===== config.mk =====
export PLATFORM = sky130hd
export DESIGN_NAME = prio_irq_ctrl
export DESIGN_NICKNAME = d
export VERILOG_FILES = /design/src/rtl/pic_pkg.sv /design/src/rtl/pic_prio_find.sv /design/src/rtl/pic_datapath.sv /design/src/rtl/pic_ctrl.sv /design/src/rtl/prio_irq_ctrl.sv
export SDC_FILE = /design/constraint.sdc
export NUM_CORES = 1
export LEC_CHECK = 0
export BUFFER_PORTS_ARGS = -buffer_cell sky130_fd_sc_hd__buf_2
export CORE_MARGIN = 2
export CORE_UTILIZATION = 47
export DETAILED_ROUTE_END_ITERATION = 12
export GPL_TIMING_DRIVEN = 1
export PLACE_DENSITY = 0.81
export SLEW_MARGIN = 40
export SYNTH_ARGS = -nofsm -noshare
export SYNTH_HDL_FRONTEND = slang
export SYNTH_SLANG_ARGS = --single-unit

===== constraint.sdc =====
create_clock -name clk -period 2.1 [get_ports clk]
set_input_delay 0 -clock clk [delete_from_list [all_inputs] [get_ports clk]]
set_output_delay 0 -clock clk [all_outputs]
set_load 0.005 [all_outputs]

===== src/rtl/pic_pkg.sv =====
package pic_pkg;
  typedef enum logic [1:0] {
    ROLE_SINGLE = 2'd0,
    ROLE_MASTER = 2'd1,
    ROLE_SLAVE  = 2'd2
  } picRole_e;

  // strobes issued by the control to the datapath
  typedef struct packed {
    logic latchWin;  // capture the current candidate as the winner
    logic takeAck;   // acknowledge accepted: mark in service, load vector
    logic clrTop;    // retire the highest-priority in-service line
  } picStrobe_t;
endpackage


===== src/rtl/pic_prio_find.sv =====
module pic_prio_find #(
  parameter int N  = 8,
  localparam int IW = (N > 1) ? $clog2(N) : 1
) (
  input  logic [N-1:0]  bits,
  output logic          found,
  output logic [IW-1:0] idx
);
  // lowest set index wins
  always_comb begin
    found = 1'b0;
    idx   = '0;
    for (int i = N - 1; i >= 0; i--) begin
      if (bits[i]) begin
        found = 1'b1;
        idx   = i[IW-1:0];
      end
    end
  end
endmodule


===== src/rtl/pic_datapath.sv =====
module pic_datapath
  import pic_pkg::*;
#(
  parameter int       NUM_LINES = 8,
  parameter int       VEC_W     = 8,
  parameter int       CAS_LINE  = 2,
  parameter picRole_e ROLE      = ROLE_SINGLE,
  localparam int      ID_W      = $clog2(NUM_LINES),
  localparam int      BASE_W    = VEC_W - ID_W
) (
  input  logic                 clk,
  input  logic                 rstN,
  input  logic [NUM_LINES-1:0] irqReq,
  input  logic [BASE_W-1:0]    vecBase,
  input  picStrobe_t           st,
  output logic                 candValid,
  output logic                 winIsCas,
  output logic [VEC_W-1:0]     vecOut
);
  logic [NUM_LINES-1:0] reqSample;
  logic [NUM_LINES-1:0] inService;
  logic [NUM_LINES-1:0] setMask;
  logic [NUM_LINES-1:0] clrMask;
  logic                 reqFound;
  logic                 svcFound;
  logic [ID_W-1:0]      reqIdx;
  logic [ID_W-1:0]      svcIdx;
  logic [ID_W-1:0]      winId;
  logic [VEC_W-1:0]     vecReg;

  pic_prio_find #(.N(NUM_LINES)) uReqFind (
    .bits (reqSample),
    .found(reqFound),
    .idx  (reqIdx)
  );

  pic_prio_find #(.N(NUM_LINES)) uSvcFind (
    .bits (inService),
    .found(svcFound),
    .idx  (svcIdx)
  );

  // a candidate must outrank every line already in service
  assign candValid = reqFound && (!svcFound || (reqIdx < svcIdx));

  generate
    if (ROLE == ROLE_MASTER) begin : gCas
      assign winIsCas = (winId == CAS_LINE[ID_W-1:0]);
    end else begin : gNoCas
      assign winIsCas = 1'b0;
    end
  endgenerate

  always_comb begin
    setMask = '0;
    clrMask = '0;
    if (st.takeAck)           setMask[winId]  = 1'b1;
    if (st.clrTop && svcFound) clrMask[svcIdx] = 1'b1;
  end

  always_ff @(posedge clk) begin
    if (!rstN) begin
      reqSample <= '0;
      inService <= '0;
      winId     <= '0;
      vecReg    <= '0;
    end else begin
      reqSample <= irqReq;
      inService <= (inService & ~clrMask) | setMask;
      if (st.latchWin) winId  <= reqIdx;
      if (st.takeAck)  vecReg <= {vecBase, winId};
    end
  end

  assign vecOut = vecReg;
endmodule


===== src/rtl/pic_ctrl.sv =====
module pic_ctrl
  import pic_pkg::*;
#(
  parameter picRole_e ROLE = ROLE_SINGLE
) (
  input  logic       clk,
  input  logic       rstN,
  input  logic       candValid,
  input  logic       winIsCas,
  input  logic       intAck,
  input  logic       casEn,
  input  logic       eoi,
  output picStrobe_t st,
  output logic       intOut,
  output logic       casSel,
  output logic       vecDrive
);
  logic intOutQ;
  logic driveQ;
  logic ackIn;
  logic take;

  generate
    if (ROLE == ROLE_SLAVE) begin : gSlaveAck
      assign ackIn = intAck && casEn;
    end else begin : gLocalAck
      assign ackIn = intAck;
    end
    if (ROLE == ROLE_MASTER) begin : gCasOut
      assign casSel = take && winIsCas;
    end else begin : gNoCasOut
      assign casSel = 1'b0;
    end
  endgenerate

  assign take = intOutQ && ackIn;

  always_comb begin
    st          = '0;
    st.latchWin = !intOutQ && candValid;
    st.takeAck  = take;
    st.clrTop   = eoi;
  end

  always_ff @(posedge clk) begin
    if (!rstN) begin
      intOutQ <= 1'b0;
      driveQ  <= 1'b0;
    end else begin
      if (take)         intOutQ <= 1'b0;
      else if (!intOutQ) intOutQ <= candValid;
      driveQ <= take && !winIsCas;
    end
  end

  assign intOut   = intOutQ;
  assign vecDrive = driveQ;
endmodule


===== src/rtl/prio_irq_ctrl.sv =====
module prio_irq_ctrl
  import pic_pkg::*;
#(
  parameter int       NUM_LINES = 8,
  parameter int       VEC_W     = 8,
  parameter int       CAS_LINE  = 2,
  parameter picRole_e ROLE      = ROLE_SINGLE,
  localparam int      ID_W      = $clog2(NUM_LINES),
  localparam int      BASE_W    = VEC_W - ID_W
) (
  input  logic                 clk,
  input  logic                 rstN,
  input  logic [NUM_LINES-1:0] irqReq,
  input  logic [BASE_W-1:0]    vecBase,
  input  logic                 intAck,
  input  logic                 eoi,
  input  logic                 casEn,
  output logic                 intOut,
  output logic                 casSel,
  output logic                 vecDrive,
  output logic [VEC_W-1:0]     vecOut
);
  picStrobe_t st;
  logic       candValid;
  logic       winIsCas;

  pic_ctrl #(.ROLE(ROLE)) uCtrl (
    .clk      (clk),
    .rstN     (rstN),
    .candValid(candValid),
    .winIsCas (winIsCas),
    .intAck   (intAck),
    .casEn    (casEn),
    .eoi      (eoi),
    .st       (st),
    .intOut   (intOut),
    .casSel   (casSel),
    .vecDrive (vecDrive)
  );

  pic_datapath #(
    .NUM_LINES(NUM_LINES),
    .VEC_W    (VEC_W),
    .CAS_LINE (CAS_LINE),
    .ROLE     (ROLE)
  ) uDp (
    .clk      (clk),
    .rstN     (rstN),
    .irqReq   (irqReq),
    .vecBase  (vecBase),
    .st       (st),
    .candValid(candValid),
    .winIsCas (winIsCas),
    .vecOut   (vecOut)
  );
endmodule


==> key figures <==
Global routing
  – Grt total ovfl: 0
  – Gr busiest metal: met2
  – GRT met3 Usage: 6.12%
  – GR Util met2: 31.2%
  – Met1 Use GR: approximately a quarter
  – Largest net degree at the start of global routing: 33
  – Vias in the first global route: 1132
  – Total GRT Usage: 19.9%
  – First-pass GRT wire length: ~4.9 mm
  – Initial antenna violation count: 0

STA
  – # setup viols final: 1
  – Post-route clock period utilization: 100%
  – Slew Viols, Final: 0
  – Final Hold Fails: 0
  – RSZ-0062 raised after global routing: yes
  – PnR worst setup slack: -0.0000762 ns
  – Fin Clk Skew: 0.0159 ns
  – Max frequency: 476 MHz
  – Final period demand of the worst path: 2.10 ns

Critical path
  – Worst r2r src: uDp.reqSample[0]$_SDFF_PN0_
  – CP Capture Type: flop
  – Critical R2R Capture: uDp.winId[2]$_SDFFE_PN0P_
  – Setup crit start: uDp.reqSample[0]$_SDFF_PN0_
  – CP max FO: 3
  – Worst Reg-to-Reg Cells: 7
  – Crit path DAT: 2.36 ns
  – Type of the worst setup path: flop to flop
  – Startpoint Class: flop
  – Critical Path RT: roughly 2.4 ns
  – Worst Setup EP: uDp.winId[2]$_SDFFE_PN0P_
  – R2R setup slack: -0.00008 ns

CTS
  – Clk buf depth: 2
  – CTS Sinks: 29
  – Clock-pin slew on the worst setup and hold paths: 0.10 ns
  – Total CTS buffers: 5
  – CTS tree: yes
  – Clock Tree Root: clkbuf_4
  – Clock Latency Late Sink: 0.34 ns
  – CTS H-tree lvls: 2

Logic synthesis
  – Seq/Total Area, Yosys: 43.4%
  – Yosys top cell area share: 43.4%
  – Mapped Area: 1340 sq um
  – Asr flop ratio synth: 0%
  – Area contributors post-synth: dfxtp_1 (43%), nand2_1 (7.3%), a21boi_0 (6.7%), and2_1 (4.7%), nor2b_1 (3.7%)
  – Post-synth EDFFs: 0
  – Post-synthesis sequential element count: 29
  – Cell taking the most area after synthesis: dfxtp_1
  – Mapped Cells: 154
  – Cell variety after synth: 35
  – Main flop type after synthesis: dfxtp_1
  – Synthesized Nets: 174
  – Synth Warn #: 0
  – Syn Area/Cell: around 8.7 sq um

Job
  – Total of max-cap violations: 0

Floorplan
  – # rows: 19
  – Die Area: 3290 sq um
  – Core ar.: 2730 sq um
  – Die Wd: 57.3 microns
  – Io pins: 29
  – Die Ht: 57.3 microns
  – Initial Utilization: 48.9%

Power and ir drop
  – Static leakage: between 0.0007 and 0.0008 uW
  – Pwr Density: around 660 nW/um^2
  – Worst VDD drop: 486 uV

Layout
  – N_diodes: 0
  – Area Overhead vs Synth: 29.7%
  – Layout Nets: 218
  – Layout cells sized above 1: ~26%
  – Fin util: 63.4%

Status
  – Outcome: complete, but fails checks
  – Failing checks: setup timing

Routing
  – WL per Instance: 12.9 microns
  – DRT Pass-1 Iters: 5
  – WL final: 2.98 mm
  – Post-route ant nets: 0
  – DR vias: between 1000 and 1500
  – Iteration-0 DRC Markers: 26
  – Avg Vias per Cell: approximately 5.3
  – Drt drc: 0

Place
  – Final Wtd Congestion: 0.839
  – I/O Buffers: 26
  – Post-DP HPWL: about 2.0 mm
  – Post-place setup slack: -0.0660 ns

Worst hold path
  – Hold WC Path Type: input pin to flop
-- placed cells by master (no fill, tap or decap), drive strengths merged --
master / count
nand3: 2
a22oi: 2
o311a: 1
a21boi: 12
nor4: 2
dfxtp: 29
nand2: 26
or2b: 1
clkinv: 2
nor3: 3
o31ai: 1
dlygate4sd3: 14
or3: 1
conb: 1
and2: 10
clkbuf: 5
o21a: 2
nand3b: 3
a21o: 1
and2b: 1
a211oi: 2
nand2b: 2
nor2: 9
buf: 31
a21oi: 5
nor4b: 1
o21ai: 9
or4: 2
mux2i: 3
clkinvlp: 1
nor2b: 8
inv: 2
ha: 2
and3: 2
o21bai: 1
-- area by class of cell --
cell class | instances | area (sq um)
Clock buffer | 5 | 37.5
Sequential cell | 29 | 582
Inverter | 2 | 7.51
Tap cell | 31 | 38.8
Multi-Input combinational cell | 115 | 742
Clock inverter | 3 | 17.5
Fill cell | 211 | 1000
Timing Repair Buffer | 45 | 308
-- synth_stat cells (3+ instances only) --
cell,count
nor3_1,3
nor2_1,9
clkbuf_1,4
nor2b_1,8
dfxtp_1,29
a21boi_0,12
a21oi_1,5
and2_1,10
nand2_1,26
o21ai_0,9
nand3b_1,3
mux2i_1,3
-- layer usage --
| layer | up-vias | share of wire (%) |
|---|---|---|
| met4 | 0 | 3.5 |
| met2 | 36 | 48 |
| li1 | 609 | - |
| met1 | 563 | 43 |
| met3 | 13 | 5.6 |
| met5 | - | 0 |
-- registers in the layout, indices dropped and copies added (netlist names) --
register        count
uCtrl.intOut        1
uCtrl.vecDrive      1
uDp.inService       8
uDp.reqSample       8
uDp.vecOut          8
uDp.winId           3
-- worst max-delay path, cell delays in order (launching register included) --
cell     delay [ns]
dfxtp_2        0.33
or4_4          0.55
a21oi_4        0.17
ha_4           0.22
a21o_2         0.19
or2b_2         0.16
o311a_4        0.21
mux2i_1        0.20
-- power by group --
part | internal (uW) | leakage (uW) | switching [uW]
Sequential | 578 | 0.000238 | 30.1
Clock | 126 | 0.0000310 | 199
Combinational | 112 | 0.000458 | 92.3
Total | 816 | 0.000727 | 322
-- timing repair --
item | CTS | global route
buffers inserted | 1 | 0
resized for setup | 3 | 5
endpoints found under the setup margin | 3 | 3
hold endpoints to repair | 14 | 0
hold buffers | 14 | 0
pin swaps | 2 | 0
-- worst min-delay path by stage --
| stage | startpoint | end | slack, ns | depth (start not counted) |
|---|---|---|---|---|
| 2_1_floorplan | irqReq[0] | uDp.reqSample[0]$_SDFF_PN0_ | 0.13 | 1 |
| 3_3_place_gp | irqReq[5] | uDp.reqSample[5]$_SDFF_PN0_ | 0.21 | 2 |
| 3_5_place_dp | irqReq[0] | uDp.reqSample[0]$_SDFF_PN0_ | 0.21 | 2 |
| 4_1_cts | eoi | uDp.inService[0]$_SDFF_PN0_ | 0.008 | 3 |
| 5_1_grt | eoi | uDp.inService[0]$_SDFF_PN0_ | 0.009 | 3 |
| 6_report | eoi | uDp.inService[0]$_SDFF_PN0_ | 0.01 | 3 |
-- per-stage QoR --
stage	instance area (sq um)	TNS [ns]	cells	power (uW)	hold slack, ns
floorplan	1340	0	154	732	0.127
CTS	1700	0	230	1130	0.00808
global route	1730	-0.0934	230	1200	0.00890
detailed placement	1480	-0.113	207	781	0.209
global placement	1480	0	207	771	0.206
finish	1730	-0.0000762	230	1140	0.0143
-- kinds of logic after synthesis --
logic type	share of synthesized area (%)
simple gates	29.6
compound gates	18.0
flops	43.4
buf+inv	4.59
mux	2.25
fa+ha+maj	1.87
other cells	0.281
No activity file was read; power rests on OpenSTA's default activity.
